[src/rtl/ovl_pkg.sv]
package ovl_pkg;

    typedef logic [23:0] rgb_t;

    // Alpha source choice for one window: pixel byte or a fixed level.
    function automatic logic [7:0] pick_alpha(
        input logic        use_pix,
        input logic        fix_hi,
        input logic [31:0] pix,
        input logic [7:0]  lvl_lo,
        input logic [7:0]  lvl_hi
    );
        if (use_pix)
            return pix[31:24];
        return fix_hi ? lvl_hi : lvl_lo;
    endfunction

endpackage

[src/rtl/ovl_corner.sv]
module ovl_corner #(
    parameter int CW = 12
) (
    input  logic [CW-1:0] start,
    input  logic [CW-1:0] size,
    output logic [CW:0]   last
);
    logic [CW:0] sum;

    always_comb begin
        sum = {1'b0, start} + {1'b0, size};
        // Inclusive far edge; clamp at zero when nothing is placed.
        last = (sum == '0) ? '0 : sum - 1'b1;
    end
endmodule

[src/rtl/ovl_hit.sv]
module ovl_hit #(
    parameter int CW = 12
) (
    input  logic          clk,
    input  logic          rst_n,
    input  logic          en,
    input  logic [CW-1:0] left,
    input  logic [CW-1:0] top,
    input  logic [CW-1:0] wid,
    input  logic [CW-1:0] hgt,
    input  logic [CW-1:0] px,
    input  logic [CW-1:0] py,
    output logic          hit
);
    logic [CW:0] last_x;
    logic [CW:0] last_y;

    ovl_corner #(.CW(CW)) u_cx (.start(left), .size(wid), .last(last_x));
    ovl_corner #(.CW(CW)) u_cy (.start(top),  .size(hgt), .last(last_y));

    always_comb begin
        hit = en
            && (px >= left) && ({1'b0, px} <= last_x)
            && (py >= top)  && ({1'b0, py} <= last_y);
    end

    // a disabled window never reports coverage
    a_r3_off_no_hit: assert property (@(posedge clk) disable iff (!rst_n)
        !en |-> !hit);

    // a reported hit lies inside the derived inclusive rectangle
    a_r2_hit_inside: assert property (@(posedge clk) disable iff (!rst_n)
        hit |-> ({1'b0, px} <= last_x && {1'b0, py} <= last_y
                 && px >= left && py >= top));
endmodule

[src/rtl/ovl_mix.sv]
module ovl_mix #(
    parameter int NCH = 3,
    parameter int CHW = 8
) (
    input  logic               clk,
    input  logic               rst_n,
    input  logic [CHW-1:0]     alpha,
    input  logic [NCH*CHW-1:0] upper,
    input  logic [NCH*CHW-1:0] lower,
    output logic [NCH*CHW-1:0] result
);
    localparam int PW = 2 * CHW + 1;
    localparam logic [CHW-1:0] MAXV = {CHW{1'b1}};

    logic [CHW-1:0] inv_a;
    assign inv_a = MAXV - alpha;

    for (genvar c = 0; c < NCH; c++) begin : g_ch
        logic [PW-1:0] acc;
        assign acc = PW'(alpha) * PW'(upper[c*CHW +: CHW])
                   + PW'(inv_a) * PW'(lower[c*CHW +: CHW]);
        assign result[c*CHW +: CHW] = CHW'(acc / PW'(MAXV));
    end

    // full alpha passes the upper pixel unchanged
    a_r6_full_alpha_upper: assert property (@(posedge clk) disable iff (!rst_n)
        (alpha == MAXV) |-> (result == upper));

    // zero alpha passes the lower pixel unchanged
    a_r6_zero_alpha_lower: assert property (@(posedge clk) disable iff (!rst_n)
        (alpha == '0) |-> (result == lower));
endmodule

[src/rtl/ovl_blend2.sv]
module ovl_blend2 #(
    parameter int          CW     = 12,
    parameter logic [7:0]  ALPHA0 = 8'h00,
    parameter logic [7:0]  ALPHA1 = 8'hFF
) (
    input  logic          clk,
    input  logic          rst_n,
    input  logic [CW-1:0] ras_x,
    input  logic [CW-1:0] ras_y,
    input  logic [23:0]   bg_rgb,
    input  logic          w0_en,
    input  logic [CW-1:0] w0_left,
    input  logic [CW-1:0] w0_top,
    input  logic [CW-1:0] w0_wid,
    input  logic [CW-1:0] w0_hgt,
    input  logic          w0_pixalpha,
    input  logic          w0_fixsel,
    input  logic [31:0]   w0_pix,
    input  logic          w1_en,
    input  logic [CW-1:0] w1_left,
    input  logic [CW-1:0] w1_top,
    input  logic [CW-1:0] w1_wid,
    input  logic [CW-1:0] w1_hgt,
    input  logic          w1_pixalpha,
    input  logic          w1_fixsel,
    input  logic [31:0]   w1_pix,
    input  logic          key_en,
    input  logic [23:0]   key_val,
    input  logic [23:0]   key_mask,
    output logic [23:0]   out_rgb
);
    import ovl_pkg::*;

    localparam int NWIN = 2;

    logic          en_a   [NWIN];
    logic [CW-1:0] left_a [NWIN];
    logic [CW-1:0] top_a  [NWIN];
    logic [CW-1:0] wid_a  [NWIN];
    logic [CW-1:0] hgt_a  [NWIN];
    logic [NWIN-1:0] hit;

    assign en_a[0] = w0_en;   assign en_a[1] = w1_en;
    assign left_a[0] = w0_left; assign left_a[1] = w1_left;
    assign top_a[0] = w0_top;   assign top_a[1] = w1_top;
    assign wid_a[0] = w0_wid;   assign wid_a[1] = w1_wid;
    assign hgt_a[0] = w0_hgt;   assign hgt_a[1] = w1_hgt;

    for (genvar w = 0; w < NWIN; w++) begin : g_win
        ovl_hit #(.CW(CW)) u_hit (
            .clk(clk), .rst_n(rst_n), .en(en_a[w]),
            .left(left_a[w]), .top(top_a[w]), .wid(wid_a[w]), .hgt(hgt_a[w]),
            .px(ras_x), .py(ras_y), .hit(hit[w])
        );
    end

    // Stage 1: selection and lower blend
    logic       key_match;
    logic [7:0] a_lo;
    logic [7:0] a_hi;
    rgb_t       base_c;

    always_comb begin
        key_match = key_en && (((w1_pix[23:0] ^ key_val) & key_mask) == '0);
        a_lo = hit[0] ? pick_alpha(w0_pixalpha, w0_fixsel, w0_pix, ALPHA0, ALPHA1) : 8'h00;
        a_hi = (hit[1] && !key_match)
             ? pick_alpha(w1_pixalpha, w1_fixsel, w1_pix, ALPHA0, ALPHA1) : 8'h00;
    end

    ovl_mix #(.NCH(3), .CHW(8)) u_mix_lo (
        .clk(clk), .rst_n(rst_n), .alpha(a_lo),
        .upper(w0_pix[23:0]), .lower(bg_rgb), .result(base_c)
    );

    rgb_t       base_q;
    rgb_t       up_q;
    logic [7:0] a_hi_q;
    rgb_t       fin_c;
    rgb_t       out_q;

    always_ff @(posedge clk) begin
        if (!rst_n) begin
            base_q <= '0;
            up_q   <= '0;
            a_hi_q <= '0;
            out_q  <= '0;
        end else begin
            base_q <= base_c;
            up_q   <= w1_pix[23:0];
            a_hi_q <= a_hi;
            out_q  <= fin_c;
        end
    end

    // Stage 2: upper blend
    ovl_mix #(.NCH(3), .CHW(8)) u_mix_hi (
        .clk(clk), .rst_n(rst_n), .alpha(a_hi_q),
        .upper(up_q), .lower(base_q), .result(fin_c)
    );

    assign out_rgb = out_q;

    // uncovered coordinate shows the background two edges later
    a_r4_background: assert property (@(posedge clk) disable iff (!rst_n)
        (hit == '0) |=> ##1 (out_rgb == $past(bg_rgb, 2)));

    // keyed upper pixel alone over background leaves background visible
    a_r8_key_hides: assert property (@(posedge clk) disable iff (!rst_n)
        (hit == 2'b10 && key_en
         && (((w1_pix[23:0] ^ key_val) & key_mask) == '0))
        |=> ##1 (out_rgb == $past(bg_rgb, 2)));

    // output cleared while in reset
    a_r1_reset_clear: assert property (@(posedge clk)
        !rst_n |=> (out_rgb == '0));
endmodule

[config.mk]
export PLATFORM = sky130hd
export DESIGN_NAME = ovl_blend2
export DESIGN_NICKNAME = d
export VERILOG_FILES = /design/src/rtl/ovl_pkg.sv /design/src/rtl/ovl_corner.sv /design/src/rtl/ovl_hit.sv /design/src/rtl/ovl_mix.sv /design/src/rtl/ovl_blend2.sv
export SDC_FILE = /design/constraint.sdc
export NUM_CORES = 2
export LEC_CHECK = 0
export BUFFER_PORTS_ARGS = -buffer_cell sky130_fd_sc_hd__buf_2
export CORE_MARGIN = 5
export CORE_UTILIZATION = 30
export DETAILED_ROUTE_END_ITERATION = 7
export PLACE_DENSITY = 0.51
export SETUP_SLACK_MARGIN = 0.02
export SYNTH_ARGS = -nofsm -noshare
export SYNTH_HDL_FRONTEND = slang
export SYNTH_SLANG_ARGS = --single-unit
[constraint.sdc]
create_clock -name clk -period 19.1 [get_ports clk]
set_input_delay 1.91 -clock clk [delete_from_list [all_inputs] [get_ports clk]]
set_output_delay 1.91 -clock clk [all_outputs]
set_load 0.01 [all_outputs]
==> results.yml <==
clock_network:
  clk_pin_slew_ns: 0.08
  cts-root-buf: "clkbuf_16"
  cts_buffer_depth: 2
  hold_buffers: 0
  cts_tree: "yes"
  worstSkewPairLatency_ns: 0.41
  htreeDepth: 3
  cts_sinks: 80
  cts_made_buffers: 9
synthesis:
  synth_area_mm2: 0.0478
  synth_area_per_cell_um2: 7.91
  synth_ff_type: "dfxtp_1"
  synthArstFlopShare: 0
  netlist.area_leader.share: 0.246
  yosys_warnings: 0
  yosysTopAreaCell: "fa_1"
  ys_types: 125
  ys_top_cells_by_area: "fa_1 25%, ha_1 14%, inv_1 7.1%, nand2_1 3.8%, and2_1 3.5%"
  ys_seq_area_frac: 0.0335
  synth_edf_count: 0
  synth-seq-cells: 80
  netlist_instances: 6038
cells_and_area:
  area_growth_pct: 11.3
  layout_common_cells: "907 x inv_1, 586 x fa_1, 539 x ha_1"
  final_nets: 7729
  drive_gt1_frac: 0.110
  layout_commonest_cell: "inv_1"
  regArea_mm2: 0.00161
  multiInputGateArea_mm2: 0.0425
  stdcell_count: 8428
  fillers: 16768
timing:
  maxSlewHeadroom: 0.177
  rsz0062_at_grt: "true"
  setup_viol: 0
  max_freq_mhz: 55.3
  fin_crit_ns: 18.09
  worst_slack_ns: 1.01
  skew_ns: 0.0258
  tightest_slew_ns: 1.23
  slew_violations: 0
  fin_crit_sh: 0.947
  hold_violations: 0
  hold_ws_ns: 0.954
  timing.setup.tns_ns: 0
worst_setup_path:
  slowest_delay_ns: 0.60
  crit_path_top_delay_cell: "or4b_2"
  cpMostUsedCell: "fa_1"
  start_kind: "primary input"
  cp_top_family: "compound AO/OA/AOI/OAI gates"
  cp_data_arrival_time_ns: 18.38
  end_kind: "flop"
  r2r-start: "a_hi_q[2]$_SDFF_PN0_"
  crit_buf_inv: 9
  crit_fanout: 17
  startpoint: "w0_top[0]"
  worstSetupPathType: "primary input to flop"
  cp.required_ns: 19.39
grt:
  antenna_found_initial: 20
  grt_pass1_vias: 44041
  grt_max_degree: 49
  grtUsageTotal: 0.170
  grt-ovfl-total: 0
  grt_pass1_wl_um: 236000
place:
  dp_hpwl_um: 121000
  gp_congestion: 0.894
  post-place-ws_ns: -0.0698
  port_buffers: 288
  dp.cells: 8390
floorplanning:
  start_util: 0.302
  die_w_um: 409
  die_h_um: 409
  fp.coreArea_mm2: 0.158
  rows: 146
  top_level_ports: 289
  dieArea_mm2: 0.167
drt:
  dr.first_iter.drc_count: 2271
  ant_nets: 0
  drc: 0
  num_vias: 43585
  via_per_inst: 5.17
  routedWlPerCell_um: 17.3
  drt-pass1-iter-count: 7
  routed_wl_um: 146000
hold_path:
  min-delay-start: "up_q[0]$_SDFF_PN0_"
  hold_path_class: "flop to flop"
run:
  drv_cap: 0
outcome:
  status: "finished, final reports clean"
-- tightest hold or removal path: stages (launching register included) --
cell     delay, ns
dfxtp_1       0.40
mux2_2        0.32
nand3_1       0.09
o22ai_1       0.08
-- layout make-up --
cell class,instances,share of cell area
Timing Repair Buffer,453,0.0510
Tap cell,2072,0.0488
Inverter,908,0.0641
Antenna cell,12,0.000565
Sequential cell,80,0.0303
Clock buffer,10,0.00431
Multi-Input combinational cell,4887,0.800
Clock inverter,6,0.00127
-- cells in the mapped netlist, types with 86 or more instances --
master,count
nor2b_1,269
clkbuf_1,149
fa_1,586
ha_1,539
xor2_1,104
nand3_1,120
xnor2_1,152
and2_1,270
and3_1,86
nand2b_1,159
nand2_1,485
nor2_1,312
o21ai_0,184
inv_1,907
a21oi_1,259
nor3_1,148
a21o_1,94
-- flip-flops by register name (all words and copies together) (netlist names) --
register	flops
a_hi_q	8
base_q	24
up_q	24
out_rgb	24
-- what timing repair did --
action,4_1_cts,5_1_grt
hold endpoints to repair,0,0
setup endpoints to repair,0,7
gates resized for setup,0,74
buffers inserted,0,10
-- routing by layer --
layer / GRT usage / wire length (um) / vias to the layer above
li1: - / - / 21218
met1: 0.231 / 68200 / 21393
met2: 0.297 / 70100 / 845
met3: 0.0111 / 4480 / 129
met4: 0.0385 / 2720 / 0
met5: 0 / 0 / -
-- cell families (layout without fill, tap and decap cells) --
kind of cell    Yosys count  in the layout  share of synthesized area
simple gates           2146           2146                      0.239
compound gates         1272           1272                      0.190
buf+inv                1076           1377                     0.0850
fa+ha+maj              1138           1138                      0.389
xor+xnor                260            260                     0.0486
other cells               1             18                  0.0000785
mux                      65             65                     0.0143
flops                    80             80                     0.0335
-- through the flow --
stage	utilization	cell area, um2
global route	0.336	53200
CTS	0.333	52700
detailed placement	0.331	52400
finish	0.336	53200
floorplan	-	47800
global placement	0.331	52400
-- final timing paths --
| path | to | slack (ns) | cells after the start |
|---|---|---|---|
| hold reg to reg | out_rgb[0]$_SDFF_PN0_ | 0.95 | 3 |
| hold / removal | out_rgb[0]$_SDFF_PN0_ | 0.95 | 3 |
| setup reg to reg | out_rgb[0]$_SDFF_PN0_ | 4.60 | 41 |
| setup / recovery | base_q[8]$_SDFF_PN0_ | 1.01 | 68 |
Power is left out: the tool's default activity adds up to more than one toggle a clock period on the data nets, which glitch-free logic cannot reach.
